[src/rtl/swl_pkg.sv]
package swl_pkg;
  localparam int N_W     = 7;
  localparam int M_W     = 7;
  localparam int R_W     = 2;
  localparam int CONST_W = 5;
  localparam int WORD_W  = CONST_W + R_W + 1 + 1 + 1 + M_W + N_W;
  localparam int BIT_W   = $clog2(WORD_W);
  localparam logic [CONST_W-1:0] SYNC_CONST = 5'h17;

  typedef struct packed {
    logic [R_W-1:0] r;
    logic           x;
    logic           v;
    logic [M_W-1:0] m;
    logic [N_W-1:0] n;
  } div_params_t;

  typedef enum logic [1:0] {
    ST_IDLE   = 2'd0,
    ST_SHIFT  = 2'd1,
    ST_COMMIT = 2'd2
  } ld_state_e;
endpackage

[src/rtl/swl_word_pack.sv]
module swl_word_pack
  import swl_pkg::*;
(
  input  div_params_t       params_i,
  output logic [WORD_W-1:0] word_o
);
  // constant field on top, reserved zero at bit 16
  assign word_o = {SYNC_CONST, params_i.r, 1'b0, params_i.x, params_i.v,
                   params_i.m, params_i.n};
endmodule

[src/rtl/swl_half_timer.sv]
module swl_half_timer #(
  parameter int HOLD_W = 4
) (
  input  logic              clk,
  input  logic              rst_n,
  input  logic              run_i,
  input  logic [HOLD_W-1:0] hold_i,
  output logic              tick_o
);
  logic [HOLD_W-1:0] cnt_q, cnt_d;
  logic              cnt_en;

  assign tick_o = run_i && (cnt_q == hold_i);
  assign cnt_en = run_i || (cnt_q != '0);

  always_comb begin
    cnt_d = cnt_q;
    if (!run_i)      cnt_d = '0;
    else if (tick_o) cnt_d = '0;
    else             cnt_d = cnt_q + 1'b1;
  end

  always_ff @(posedge clk or negedge rst_n) begin
    if (!rst_n)      cnt_q <= '0;
    else if (cnt_en) cnt_q <= cnt_d;
  end

  p_cnt_in_range_r4: assert property (@(posedge clk) disable iff (!rst_n)
    run_i |-> (cnt_q <= hold_i));
endmodule

[src/rtl/swl_shift_ctrl.sv]
module swl_shift_ctrl
  import swl_pkg::*;
#(
  parameter int HOLD_W = 4
) (
  input  logic              clk,
  input  logic              rst_n,
  input  logic              start_i,
  input  logic [WORD_W-1:0] word_i,
  input  logic [HOLD_W-1:0] hold_i,
  input  logic              tick_i,
  output logic              run_o,
  output logic [HOLD_W-1:0] hold_q_o,
  output logic              sdata_o,
  output logic              sclk_o,
  output logic              load_o,
  output logic              commit_o,
  output logic              busy_o
);
  localparam logic [BIT_W-1:0] LAST_IDX = BIT_W'(WORD_W - 1);

  ld_state_e         state_q, state_d;
  logic [WORD_W-1:0] shreg_q, shreg_d;
  logic [BIT_W-1:0]  idx_q, idx_d;
  logic              phase_q, phase_d;
  logic [HOLD_W-1:0] hold_q;
  logic              accept;

  assign accept = start_i && (state_q == ST_IDLE);

  always_comb begin
    state_d = state_q;
    shreg_d = shreg_q;
    idx_d   = idx_q;
    phase_d = phase_q;
    unique case (state_q)
      ST_IDLE: begin
        if (accept) begin
          state_d = ST_SHIFT;
          shreg_d = word_i;
          idx_d   = '0;
          phase_d = 1'b0;
        end
      end
      ST_SHIFT: begin
        if (tick_i) begin
          if (!phase_q) begin
            phase_d = 1'b1;
          end else if (idx_q == LAST_IDX) begin
            phase_d = 1'b0;
            state_d = ST_COMMIT;
          end else begin
            phase_d = 1'b0;
            idx_d   = idx_q + 1'b1;
            shreg_d = shreg_q >> 1;
          end
        end
      end
      ST_COMMIT: state_d = ST_IDLE;
      default:   state_d = ST_IDLE;
    endcase
  end

  always_ff @(posedge clk or negedge rst_n) begin
    if (!rst_n) begin
      state_q <= ST_IDLE;
      shreg_q <= '0;
      idx_q   <= '0;
      phase_q <= 1'b0;
    end else begin
      state_q <= state_d;
      shreg_q <= shreg_d;
      idx_q   <= idx_d;
      phase_q <= phase_d;
    end
  end

  // hold count captured only on acceptance
  always_ff @(posedge clk or negedge rst_n) begin
    if (!rst_n)      hold_q <= '0;
    else if (accept) hold_q <= hold_i;
  end

  assign run_o    = (state_q == ST_SHIFT);
  assign hold_q_o = hold_q;
  assign sclk_o   = run_o && phase_q;
  assign sdata_o  = run_o && shreg_q[0];
  assign load_o   = run_o && (idx_q == LAST_IDX);
  assign commit_o = (state_q == ST_COMMIT);
  assign busy_o   = (state_q != ST_IDLE);

  p_data_quiet_high_r5: assert property (@(posedge clk) disable iff (!rst_n)
    (sclk_o && $past(sclk_o)) |-> $stable(sdata_o));
  p_commit_after_load_r7: assert property (@(posedge clk) disable iff (!rst_n)
    $fell(load_o) |-> commit_o);
  p_commit_single_r7: assert property (@(posedge clk) disable iff (!rst_n)
    commit_o |=> (!commit_o && !busy_o));
  p_busy_holds_r8: assert property (@(posedge clk) disable iff (!rst_n)
    (busy_o && !commit_o) |=> busy_o);
  p_start_ignored_r9: assert property (@(posedge clk) disable iff (!rst_n)
    (start_i && busy_o) |=> $stable(hold_q));
  p_load_not_commit_r6: assert property (@(posedge clk) disable iff (!rst_n)
    load_o |-> !commit_o);
endmodule

[src/rtl/synth_word_loader.sv]
module synth_word_loader
  import swl_pkg::*;
#(
  parameter int HOLD_W = 4
) (
  input  logic              clk,
  input  logic              rst_n,
  input  logic              start_i,
  input  logic [N_W-1:0]    n_i,
  input  logic [M_W-1:0]    m_i,
  input  logic              v_i,
  input  logic              x_i,
  input  logic [R_W-1:0]    r_i,
  input  logic [HOLD_W-1:0] hold_i,
  output logic              sdata_o,
  output logic              sclk_o,
  output logic              load_o,
  output logic              commit_o,
  output logic              busy_o
);
  div_params_t       params;
  logic [WORD_W-1:0] word;
  logic              run, tick;
  logic [HOLD_W-1:0] hold_q;

  assign params = '{r: r_i, x: x_i, v: v_i, m: m_i, n: n_i};

  swl_word_pack u_pack (
    .params_i (params),
    .word_o   (word)
  );

  swl_shift_ctrl #(.HOLD_W(HOLD_W)) u_ctrl (
    .clk      (clk),
    .rst_n    (rst_n),
    .start_i  (start_i),
    .word_i   (word),
    .hold_i   (hold_i),
    .tick_i   (tick),
    .run_o    (run),
    .hold_q_o (hold_q),
    .sdata_o  (sdata_o),
    .sclk_o   (sclk_o),
    .load_o   (load_o),
    .commit_o (commit_o),
    .busy_o   (busy_o)
  );

  swl_half_timer #(.HOLD_W(HOLD_W)) u_timer (
    .clk    (clk),
    .rst_n  (rst_n),
    .run_i  (run),
    .hold_i (hold_q),
    .tick_o (tick)
  );
endmodule

[config.mk]
export PLATFORM = sky130hd
export DESIGN_NAME = synth_word_loader
export DESIGN_NICKNAME = d
export VERILOG_FILES = /design/src/rtl/swl_pkg.sv /design/src/rtl/swl_word_pack.sv /design/src/rtl/swl_half_timer.sv /design/src/rtl/swl_shift_ctrl.sv /design/src/rtl/synth_word_loader.sv
export SDC_FILE = /design/constraint.sdc
export NUM_CORES = 1
export LEC_CHECK = 0
export BUFFER_PORTS_ARGS = -buffer_cell sky130_fd_sc_hd__buf_4
export CORE_UTILIZATION = 45
export DETAILED_ROUTE_END_ITERATION = 10
export PLACE_DENSITY = 0.65
export SYNTH_ARGS = -nofsm -noshare
export SYNTH_HDL_FRONTEND = slang
export SYNTH_SLANG_ARGS = --single-unit
export TNS_END_PERCENT = 10
[constraint.sdc]
create_clock -name clk -period 2.8 [get_ports clk]
set_clock_uncertainty 0.05 [all_clocks]
set_input_delay 0.28 -clock clk [delete_from_list [all_inputs] [get_ports clk]]
set_output_delay 0.28 -clock clk [all_outputs]
set_load 0.03 [all_outputs]
==> flow_results.org <==
** Die
- In this run the standard cell core region covers 0.00414 sq mm.
- Initial cell density of the core :: 48.3%
- Die Height :: 68.7 um
- The floorplan step defined a die boundary enclosing 0.00472 sq mm.
- Total number of placement rows :: 23
- During I/O placement, the number of pins put on the boundary was 30.
- Die extent in x :: 68.7 um

** CTS
- Clock-pin slew was measured on the worst setup and hold paths at 0.07 ns.
- Clock tree synthesis inserted a total of 5 buffers.
- Number of H-tree levels :: 2
- Clock tree synthesis found a total of 40 sinks.
- Latest clock arrival within the worst-skew pair :: 0.29 ns
- CTS Root Cell :: clkbuf_8
- TritonCTS built the clock tree.
- After clock tree synthesis, the setup repair step added 0 buffers.
- Counting along the longest clock path gives a buffer depth of 2.

** Worst setup path
- The worst setup path is captured at an output port.
- Max Fanout on Critical Path :: 18
- Worst reg2reg path depth :: 4
- Endpoint of the lowest-slack register-to-register path :: u_ctrl.idx_q[3]
- In this run the worst setup path terminates at sdata_o.
- The critical path starts at u_ctrl.state_q[1].
- The startpoint identified for the worst register-to-register timing path is u_ctrl.state_q[1].
- Type of the worst setup path :: flip-flop to output port
- STA classifies the critical path startpoint as a flip-flop.
- The setup check on the worst reg-to-reg path leaves a slack of 0.86 ns.
- Data on the critical path arrives at its endpoint at 1.79 ns.
- Worst Path Required :: 2.47 ns

** STA
- Unrepaired setup endpoints after global routing :: false
- The smallest clock period supported by the final layout is computed as 2.12 ns.
- The hold violation count in the final report was 0.
- Final Max Tran Viols :: 0
- In the final timing run, aggregate negative setup slack is 0 ns.
- Period utilisation layout :: 75.7%
- Setup slack closes at 0.680 ns.
- Max frequency :: 472 MHz
- Worst hold slack across all endpoints :: 0.131 ns
- Measured against its own limit, the worst slew margin works out to 36.5%.
- Final setup violation count :: 0
- At the pin with the least slew margin, the transition time is 0.953 ns.

** Route
- Starting DRC count in detailed routing :: 143
- In the routed layout, each cell is associated on average with a via count of 5.48.
- Residual DRC :: 0
- Via Count :: 1485
- Wire per inst :: 14.5 um
- Number of detailed-routing iterations run before antenna repair :: 4
- Routed WL :: 3930 um
- Remaining antenna violation count after routing :: 0

** Global route
- Wire length of the first global-routing pass :: 6470 um
- The total overflow left after global routing is 0.
- Global routing consumed, over all layers together, 18.9% of the routing resources.
- Entering global routing, the biggest net connects 41 pins.
- The number of antenna violations at the first check in global routing was 0.
- The number of global-route vias before repair was 1441.

** Pwr
- Leakage power figure :: 1.24 nW
- Power density over the cells :: 904 mW/mm^2
- Across the VDD grid, the largest voltage drop is 0.389 mV.
- Final Power :: 0.00212 W

** Place
- Input and output buffers added on the ports amount to 29.
- Placed wire-length estimate :: 2620 um
- Gp weighted congestion :: 0.790
- Prior to clock tree synthesis, the placed netlist has a worst setup slack of 0.877 ns.

** Run status
- Result of the run :: complete, no violations

** Synth
- Dominant cells by area after synthesis :: dfrtp_1 (50%), mux2i_1 (12%), a22oi_1 (6.7%), nor2_1 (5.6%), nand2_1 (4.3%)
- Fraction of synthesized cell area taken by the top area cell type :: 50.0%
- Ys flop type :: dfrtp_1
- Proportion of synthesized flip-flops having asynchronous set or reset :: 100%
- The number of different library cells used by synthesis comes to 36.
- dfrtp_1 takes more of the synthesized area than any other cell.
- Warnings from Yosys :: 0
- EDFF count, synth :: 0
- By count the netlist is led by dfrtp_1 (40), nor2_1 (30), mux2i_1 (25).
- Net count after synthesis :: 222
- dfrtp_1 is the most common cell in the netlist.
- Post-Syn Area :: 0.00200 sq mm
- Cell count after synthesis :: 194
- In this run, synthesis produced a sequential element count of 40.
- Avg Synthesized Cell Area :: 10.3 sq um
- Share of the yosys chip area belonging to registers :: 50.0%

** Hold path
- Worst hold-check path type :: input port to flip-flop
- Min-Delay Path Depth :: 3

** Cells and area
- Layout Nets :: 249
- The number of antenna diodes in the final layout is 0.
- Compared with the post-synthesis result, the final layout area differs by 16.8%.
- The post-route netlist has 19.0% of its cells at a drive strength greater than 1.
- Utilization after layout :: 56.5%

** Job
- Number of violations of the max-capacitance limit :: 0
[power breakdown]
group / internal [W] / switching (W)
clock: 0.000219 / 0.000187
sequential: 0.000810 / 0.000163
combinational: 0.000354 / 0.000382
[final cells by class]
type,count,area (sq um)
Sequential cell,40,1000
Clock buffer,7,96.3
Tap cell,50,62.6
Timing Repair Buffer,32,255
Inverter,5,18.8
Multi-Input combinational cell,137,906
Fill cell,380,1800
[metal layers]
| layer | vias to the layer above | part of all wire (%) | routed length (um) | track usage (%) |
|---|---|---|---|---|
| li1 | 728 | - | - | - |
| met3 | 4 | 3.3 | 130 | 3.95 |
| met5 | - | 0 | 0 | 0 |
| met1 | 729 | 48 | 1870 | 24.4 |
| met2 | 24 | 48 | 1890 | 31.3 |
| met4 | 0 | 1.1 | 42 | 6.89 |
[state kept, by name (all words and copies together) (netlist names)]
register,cells
u_ctrl.hold_q_o,4
u_ctrl.idx_q,5
u_ctrl.phase_q,1
u_ctrl.shreg_q,24
u_ctrl.state_q,2
u_timer.cnt_q,4
[timing repair]
item	4_1_cts	5_1_grt
hold buffers	1	0
gates resized for setup	0	0
hold endpoints to repair	40	0
[worst min-delay path by stage]
stage / start / end / slack (ns)
after floorplan: rst_n / u_ctrl.hold_q_o[0] / -0.07
final: hold_i[2] / u_ctrl.hold_q_o[2] / 0.13
after CTS: hold_i[1] / u_ctrl.hold_q_o[1] / 0.13
after global routing: hold_i[2] / u_ctrl.hold_q_o[2] / 0.14
after detailed placement: rst_n / u_ctrl.state_q[0] / 0.24
after global placement: rst_n / u_ctrl.state_q[0] / 0.23
[worst max-delay path, cell delays in order, from the launching register on]
cell and delay (ns):
dfrtp_1 0.41, and2b_1 0.55, buf_12 0.24, and2_1 0.14
buf_4 0.15
[logic make-up after synthesis]
kind of cell / synth area share [%]
compound gates: 11.0
flops: 50.0
simple gates: 17.2
buf+inv: 4.81
fa+ha+maj: 1.87
xor+xnor: 2.62
mux: 12.5
[metrics by stage]
| stage | instance area (sq um) | cells |
|---|---|---|
| global route | 2340 | 271 |
| finish | 2340 | 271 |
| floorplan | 2000 | 194 |
| global placement | 2230 | 263 |
| CTS | 2340 | 271 |
| detailed placement | 2230 | 263 |
[placed cells by master, fill, tap and decap left out]
cell type,instances
buf_4,30
nor2b_1,1
and4_1,1
nor2_1,30
o21ai_1,1
o211ai_1,1
o221ai_1,1
nand2_4,1
ha_1,3
nand4b_1,1
nor4b_1,1
dlygate4sd3_1,1
o31ai_1,1
and2_1,2
a21o_1,1
nor3_1,3
and2b_1,1
a22o_1,1
mux2i_1,25
inv_1,5
buf_12,1
xor2_1,1
and3_4,1
nand4_1,1
xnor2_1,5
a31o_2,1
nand2b_1,2
clkbuf_8,7
o21ai_0,1
a22oi_1,18
nand4_2,1
dfrtp_1,40
o41ai_1,2
nand3_1,5
o311ai_0,1
nand2_1,23
No activity file was read; power rests on OpenSTA's default activity.
